`config.mk`:
```
export PLATFORM = sky130hd
export DESIGN_NAME = ocp_fault_sup
export DESIGN_NICKNAME = d
export VERILOG_FILES = /design/src/rtl/ocp_fault_pkg.sv /design/src/rtl/ocp_rst_sync.sv /design/src/rtl/ocp_trip_filter.sv /design/src/rtl/ocp_clear_timer.sv /design/src/rtl/ocp_fault_latch.sv /design/src/rtl/ocp_fault_sup.sv
export SDC_FILE = /design/constraint.sdc
export NUM_CORES = 1
export LEC_CHECK = 0
export ABC_AREA = 0
export BUFFER_PORTS_ARGS = -buffer_cell sky130_fd_sc_hd__buf_2
export CAP_MARGIN = 10
export CORE_MARGIN = 4
export CORE_UTILIZATION = 44
export CTS_CLUSTER_DIAMETER = 80
export DETAILED_ROUTE_END_ITERATION = 8
export GPL_TIMING_DRIVEN = 1
export PLACE_DENSITY = 0.67
export SYNTH_ARGS = -nofsm -noshare
export SYNTH_HDL_FRONTEND = slang
export SYNTH_SLANG_ARGS = --single-unit
export TNS_END_PERCENT = 5
```
`constraint.sdc`:
```
create_clock -name clk -period 1.1 [get_ports clk]
set_clock_uncertainty 0.15 [all_clocks]
set_input_delay 0.275 -clock clk [delete_from_list [all_inputs] [get_ports clk]]
set_output_delay 0.275 -clock clk [all_outputs]
set_load 0.02 [all_outputs]
```
`src/rtl/ocp_fault_pkg.sv`:
```
package ocp_fault_pkg;

  // Overcurrent latch states
  typedef enum logic [1:0] {
    LATCH_CLEAR   = 2'd0,  // no overcurrent fault held
    LATCH_TRIPPED = 2'd1,  // qualified trip present, timer held at zero
    LATCH_RECOVER = 2'd2   // trip gone, waiting for the clear delay
  } latch_state_e;

  // Counter width that can hold values 0..max_val (at least one bit)
  function automatic int cnt_width(input int max_val);
    int w;
    w = 1;
    while ((1 << w) <= max_val) w++;
    return w;
  endfunction

endpackage

```
`src/rtl/ocp_rst_sync.sv`:
```
module ocp_rst_sync #(
  parameter int STAGES = 2
) (
  input  logic clk,
  input  logic rst_n,
  output logic rst_sync_n
);

  logic [STAGES-1:0] sync_q;
  logic [STAGES-1:0] sync_d;

  always_comb begin
    sync_d = {sync_q[STAGES-2:0], 1'b1};
  end

  always_ff @(posedge clk or negedge rst_n) begin
    if (!rst_n) sync_q <= '0;
    else        sync_q <= sync_d;
  end

  assign rst_sync_n = sync_q[STAGES-1];

endmodule

```
`src/rtl/ocp_trip_filter.sv`:
```
module ocp_trip_filter #(
  parameter int FILT_CYC = 23
) (
  input  logic clk,
  input  logic rst_n,
  input  logic oc_flag,
  output logic trip_q
);
  import ocp_fault_pkg::*;

  localparam int FW = cnt_width(FILT_CYC - 1);
  localparam logic [FW-1:0] LAST = FW'(FILT_CYC - 1);

  logic [FW-1:0] run_q;
  logic [FW-1:0] run_d;
  logic          trip_d;
  logic          run_en;

  always_comb begin
    // count consecutive high samples, saturate at the last one
    run_en = !oc_flag || (run_q != LAST);
    run_d  = oc_flag ? run_q + 1'b1 : '0;
    trip_d = oc_flag && (run_q == LAST);
  end

  always_ff @(posedge clk or negedge rst_n) begin
    if (!rst_n) begin
      run_q  <= '0;
      trip_q <= 1'b0;
    end else begin
      if (run_en) run_q <= run_d;
      trip_q <= trip_d;
    end
  end

endmodule

```
`src/rtl/ocp_clear_timer.sv`:
```
module ocp_clear_timer #(
  parameter int CLR_CYC = 190000,
  parameter int TW      = 18
) (
  input  logic          clk,
  input  logic          rst_n,
  input  logic          trip_q,
  output logic [TW-1:0] tmr_q
);

  localparam logic [TW-1:0] TOP = TW'(CLR_CYC);

  logic [TW-1:0] tmr_d;
  logic          tmr_en;

  always_comb begin
    // trip holds the count at zero (capacitor discharged); otherwise
    // count up until saturated at the threshold
    tmr_en = trip_q || (tmr_q != TOP);
    tmr_d  = trip_q ? '0 : tmr_q + 1'b1;
  end

  always_ff @(posedge clk or negedge rst_n) begin
    if (!rst_n)      tmr_q <= TOP;
    else if (tmr_en) tmr_q <= tmr_d;
  end

endmodule

```
`src/rtl/ocp_fault_latch.sv`:
```
module ocp_fault_latch #(
  parameter int CLR_CYC = 190000,
  parameter int TW      = 18
) (
  input  logic          clk,
  input  logic          rst_n,
  input  logic          trip_q,
  input  logic [TW-1:0] tmr_q,
  output logic          latch_q
);
  import ocp_fault_pkg::*;

  localparam logic [TW-1:0] TOP = TW'(CLR_CYC);

  latch_state_e st_q;
  latch_state_e st_d;
  logic         tmr_done;

  always_comb begin
    tmr_done = (tmr_q == TOP);
    st_d     = st_q;
    unique case (st_q)
      LATCH_CLEAR:   if (trip_q) st_d = LATCH_TRIPPED;
      LATCH_TRIPPED: if (!trip_q) st_d = LATCH_RECOVER;
      LATCH_RECOVER: begin
        if (trip_q)        st_d = LATCH_TRIPPED;
        else if (tmr_done) st_d = LATCH_CLEAR;
      end
      default:             st_d = LATCH_CLEAR;
    endcase
  end

  always_ff @(posedge clk or negedge rst_n) begin
    if (!rst_n) st_q <= LATCH_CLEAR;
    else        st_q <= st_d;
  end

  assign latch_q = (st_q != LATCH_CLEAR);

endmodule

```
`src/rtl/ocp_fault_sup.sv`:
```
module ocp_fault_sup #(
  parameter int FILT_CYC  = 23,
  parameter int CLR_CYC   = 190000,
  parameter int NUM_GATES = 6
) (
  input  logic                 clk,
  input  logic                 rst_n,
  input  logic                 oc_flag,
  input  logic                 uv_flag,
  input  logic                 drv_en,
  output logic                 fault_n,
  output logic [NUM_GATES-1:0] gate_off
);
  import ocp_fault_pkg::*;

  localparam int TW = cnt_width(CLR_CYC);

  logic          rst_sync_n;
  logic          trip_q;
  logic [TW-1:0] tmr_q;
  logic          latch_q;
  logic          fault_any;

  ocp_rst_sync #(.STAGES(2)) u_rst_sync (
    .clk        (clk),
    .rst_n      (rst_n),
    .rst_sync_n (rst_sync_n)
  );

  ocp_trip_filter #(.FILT_CYC(FILT_CYC)) u_filter (
    .clk     (clk),
    .rst_n   (rst_sync_n),
    .oc_flag (oc_flag),
    .trip_q  (trip_q)
  );

  ocp_clear_timer #(.CLR_CYC(CLR_CYC), .TW(TW)) u_timer (
    .clk    (clk),
    .rst_n  (rst_sync_n),
    .trip_q (trip_q),
    .tmr_q  (tmr_q)
  );

  ocp_fault_latch #(.CLR_CYC(CLR_CYC), .TW(TW)) u_latch (
    .clk     (clk),
    .rst_n   (rst_sync_n),
    .trip_q  (trip_q),
    .tmr_q   (tmr_q),
    .latch_q (latch_q)
  );

  // undervoltage is not latched; it joins the overcurrent latch here
  assign fault_any = uv_flag | latch_q;
  assign fault_n   = ~fault_any;

  for (genvar g = 0; g < NUM_GATES; g++) begin : g_gate
    assign gate_off[g] = fault_any | ~drv_en;
  end

endmodule

```
## Yosys cells after proc, flatten, opt, wreduce, memory -nomap -nowiden

Cells that the tools add are included.

- Output and inout bits: 7
- Word-level logic and storage cells: 34
- Flip-flop bits (word level): 28
- Input port bits: 5

- Add/subtract/negate cells: 2
- Bitwise logic cells: 4
- Eq/ne operators: 9
- Muxes and demuxes: 7
- Reduce and logical (&&, ||, !) cells: 7

Operators with widths:

| operator | count |
|---|---|
| 18-bit by 1-bit adder with 18-bit output, second input constant | 1 |
| 18-bit equality test, second input constant | 1 |
| 18-bit two-way mux | 1 |
| 18-bit != test, second input constant | 1 |
| 2-bit two-way mux | 4 |
| 2-bit one-hot mux with 3 select lines | 1 |
| 5-bit by 1-bit adder with 5-bit output, second input constant | 1 |
| 5-bit equality test, second input constant | 1 |
| 5-bit two-way mux | 1 |
| 5-bit != test, second input constant | 1 |
| 2-bit != test, second input constant | 2 |
| 3-bit by 2-bit != test with 1-bit output, second input constant | 1 |
| 3-bit AND reduction | 1 |
| 2-bit by 1-bit equality test with 1-bit output, second input constant | 1 |
| 2-bit equality test, second input constant | 1 |
| 2-bit zero test | 1 |
| 1-bit logical OR | 2 |
| 1-bit NOT | 2 |
| 1-bit OR | 2 |
| 2-bit nonzero test | 1 |
| 1-bit logical AND | 1 |
| 1-bit zero test | 1 |

## Longest topological paths before layout

- Word-level depth: 4
- Depth in mapped cells: 6
- Depth with buffers taken out: 6

## Cells and area by module

From an unflattened synthesis, not the netlist that was laid out.

- Cells, all modules: 151
- Area, all modules: 1535.2 um^2

By module, submodules not included:

| module | area each (um^2) | cells an instance | seq. area each (um^2) | times used |
|---|---|---|---|---|
| ocp_clear_timer | 1012.2 | 103 | 460.4 | 1 |
| ocp_trip_filter | 284.0 | 24 | 150.1 | 1 |
| ocp_fault_latch | 135.1 | 14 | 50.0 | 1 |
| ocp_rst_sync | 53.8 | 3 | 50.0 | 1 |
| ocp_fault_sup | 50.0 | 7 | 0.0 | 1 |

## Worst setup path after synthesis

No wires, ideal clock.

- Kind: reg-to-output
- Start: register u_latch.st_q[1]
- End: output gate_off[1]
- Data required time: 0.675 ns
- Stages on the path, launching flop included: 4
- Buffers on the path: 1
- Arrival time: 1.560 ns
- Slack: -0.885 ns
- Cells stage by stage: dfrtp_1 > nor3_1 > nand2_1 > buf_4

- Cells in the longest elaborated chain, start to end: 3

Ends and longest elaborated chain:

| element | line | RTL |
|---|---|---|
| start: declaration | ocp_fault_latch.sv:15 | `latch_state_e st_q;` |
| start signal: assignment | ocp_fault_latch.sv:35 | `else st_q <= st_d;` |
| 2-bit nonzero test | ocp_fault_latch.sv:38 | `assign latch_q = (st_q != LATCH_CLEAR);` |
| 1-bit OR | ocp_fault_sup.sv:53 | `assign fault_any = uv_flag \| latch_q;` |
| 1-bit OR | - |  |
| end: declaration | ocp_fault_sup.sv:12 | `output logic [NUM_GATES-1:0] gate_off` |

Every way passes these cells.

## Final worst setup path

- Start: register u_timer.tmr_q[4]
- End: register u_timer.tmr_q[2]

- Cells in the longest elaborated chain, start to end: 2

Ends and longest elaborated chain:

| element | line | RTL |
|---|---|---|
| start: declaration | ocp_clear_timer.sv:8 | `output logic [TW-1:0] tmr_q` |
| start signal: assignment | ocp_clear_timer.sv:25 | `else if (tmr_en) tmr_q <= tmr_d;` |
| 18-bit != test | ocp_clear_timer.sv:19 | `tmr_en = trip_q \|\| (tmr_q != TOP);` |
| 1-bit logical OR | ocp_clear_timer.sv:19 |  |

Every way passes these cells.
A chain may end at the register's enable or synchronous reset.

==> flow_summary.json <==
{
  "timing.final.crit_share": 1.57,
  "grt-ovfl-total": 0,
  "portBuffers": 11,
  "coreArea_mm2": 0.00315,
  "cts_tree": "yes",
  "cts.clk_slew.worst_paths_ns": 0.16,
  "clock_path_buffers": 2,
  "wl_per_cell_um": 13.3,
  "synth_warnings": 0,
  "final-hold-violation-count": 0,
  "slew_viol_final": 0,
  "synth_edf_count": 0,
  "setup_tns_ns": -14.57,
  "async_reset_ff_frac": 1.00,
  "n_antenna_cell": 0,
  "grt_antenna_before_repair": 0,
  "die_y_um": 66.1,
  "die_x_um": 66.1,
  "vias_per_cell": 5.10,
  "yosys.area.top_type": "dfrtp_1",
  "place_congestion": 0.847,
  "dieArea_mm2": 0.00437,
  "crit_fanout": 4,
  "drive_gt1_frac": 0.457,
  "grt_pass1_wl_um": 5440,
  "finalSetupViolCount": 32,
  "path_class": "register to register",
  "dp.cells": 235,
  "wirelength_um": 3220,
  "synthesis.area_mm2": 0.00149,
  "cts_htree_levels": 1,
  "post-synth-top-area-fraction": 0.337,
  "area_delta_synth_final_pct": 36.1,
  "synthTopCellsByArea": "dfrtp_1 34%, dfstp_2 14%, xnor2_1 6.5%",
  "initial_core_util": 0.471,
  "ys_seq_elements": 28,
  "rsz0062_at_grt": "true",
  "violations": "setup timing",
  "postRouteAntennaNets": 0,
  "first_pass_iters": 4,
  "final_cells": 241,
  "startpoint_type": "register",
  "drtIter0Drc": 47,
  "holdCritPathClass": "primary input to register",
  "outcome": "finished with violations",
  "final_nets": 207,
  "num-fill-cells": 274,
  "dr_total_vias": 1228,
  "first_global_vias": 1237,
  "worst_slack_ns": -0.625,
  "yosysMostFrequentCell": "dfrtp_1",
  "finalCriticalPeriod_ns": 1.73,
  "vdd_drop_max_uv": 912,
  "synth_cells": 150,
  "p_leak_nw": 0.900,
  "synth_nets": 159,
  "post-dp-hpwl_um": 2360,
  "crit_path_end_kind": "register",
  "rows": 20,
  "crit_arrival_ns": 1.83,
  "seq_area_frac_synth": 0.479,
  "cts_buffers": 3,
  "grt.total_usage": 0.162,
  "cp.required_ns": 1.20,
  "clk-insertion-delay-late_ns": 0.34,
  "cts-root-buf": "clkbuf_4",
  "power_density_mw_per_mm2": 1790,
  "ys_types": 39,
  "maxCapViolCount": 0,
  "max_freq_mhz": 580,
  "post_synth.cell_area_avg_um2": 9.90,
  "synthFlopType": "dfrtp_1",
  "synth_common_cells": "20 x dfrtp_1, 19 x nor2_1, 11 x xnor2_1",
  "grt_max_degree": 27,
  "drc": 0,
  "ioPinCount": 12,
  "power_mw": 3.61,
  "cts_sinks": 28
}
-- cells by family (layout without fill, tap and decap cells) --
logic type                 count (synthesis)  count (layout)  synth area share
buffers and inverters                     17              64            0.0564
xor gates and xnor gates                  13              13            0.0767
other                                      1               1           0.00252
adders and majority gates                  4               4            0.0337
muxes                                      2               2            0.0152
DFF                                       28              28             0.479
AOI/OAI and AO/OA                         19              19            0.0792
and+or+nand+nor                           66              66             0.258
-- critical path, cell delays in order (launching register included) --
cell,delay [ns]
dfstp_2,0.61
nand2_2,0.07
or4_4,0.51
o211ai_1,0.20
a21oi_1,0.10
-- cell type report --
class                      instances  area, um2  area share
multi-input combinational        105        788       0.390
sequential                        28        713       0.353
timing repair buffer              52        382       0.189
tap                               44       55.1      0.0272
clock inverter                     1       30.0      0.0149
inverter                           8       30.0      0.0149
clock buffer                       3       22.5      0.0111
-- layout by cell type, fill, tap and decap left out, types with 4 or more instances in the layout --
| cell | synthesis | final |
|---|---|---|
| buf_2 | 1 | 11 |
| nand2_1 | 6 | 4 |
| a21oi_1 | 8 | 8 |
| nand3_1 | 10 | 9 |
| xnor2_1 | 11 | 11 |
| dfstp_2 | 8 | 8 |
| buf_4 | 5 | 38 |
| nor3_2 | 0 | 4 |
| dfrtp_1 | 20 | 18 |
| nor2_1 | 19 | 16 |
| inv_1 | 8 | 7 |
-- repair_timing --
action | in CTS | in global routing
setup buffers | 0 | 1
resized for setup | 13 | 8
pin swaps | 12 | 2
hold buffers | 1 | 0
endpoints found under the hold margin | 2 | 0
endpoints found under the setup margin | 33 | 33
-- metrics by stage --
stage	util	hold slack (ns)	worst slack (ns)	area (um2)
4_1_cts	0.631	0.0150	-0.618	1990
6_report	0.641	0.0241	-0.625	2020
5_1_grt	0.641	0.0131	-0.711	2020
3_3_place_gp	0.591	-0.0907	-0.566	1860
3_5_place_dp	0.591	-0.0864	-0.621	1860
2_1_floorplan	-	-0.171	-0.554	1500
-- where the power goes --
part	internal, mW	switching, mW	leakage [nW]
combinational	0.665	0.651	0.540
clock	0.369	0.326	0.0279
sequential	1.31	0.295	0.332
-- registers in the layout, indices dropped and copies added, names as in the netlist --
name / count
u_filter.run_q: 5
u_filter.trip_q: 1
u_latch.st_q: 2
u_rst_sync.sync_q: 2
u_timer.tmr_q: 18
-- path summary, 6_finish.rpt --
path                                       from           endpoint  slack [ns]  depth (start not counted)
min in group asynchronous  u_rst_sync.sync_q[1]    u_filter.trip_q        0.07                          1
max                            u_timer.tmr_q[4]   u_timer.tmr_q[2]       -0.63                          4
max in group asynchronous  u_rst_sync.sync_q[1]   u_timer.tmr_q[4]        0.50                          1
min                                     oc_flag  u_filter.run_q[3]        0.02                          2
min reg2reg                u_rst_sync.sync_q[1]    u_filter.trip_q        0.07                          1
max reg2reg                    u_timer.tmr_q[4]   u_timer.tmr_q[2]       -0.63                          4
-- routing by layer --
layer	GRT usage	part of all wire	routed length, um	up-vias
li1	-	-	-	604
met1	0.213	0.48	1550	598
met2	0.269	0.47	1500	21
met3	0.0221	0.039	124	5
met4	0.0635	0.014	46	0
met5	0	0	0	-
(Power assumes the default switching activity.)
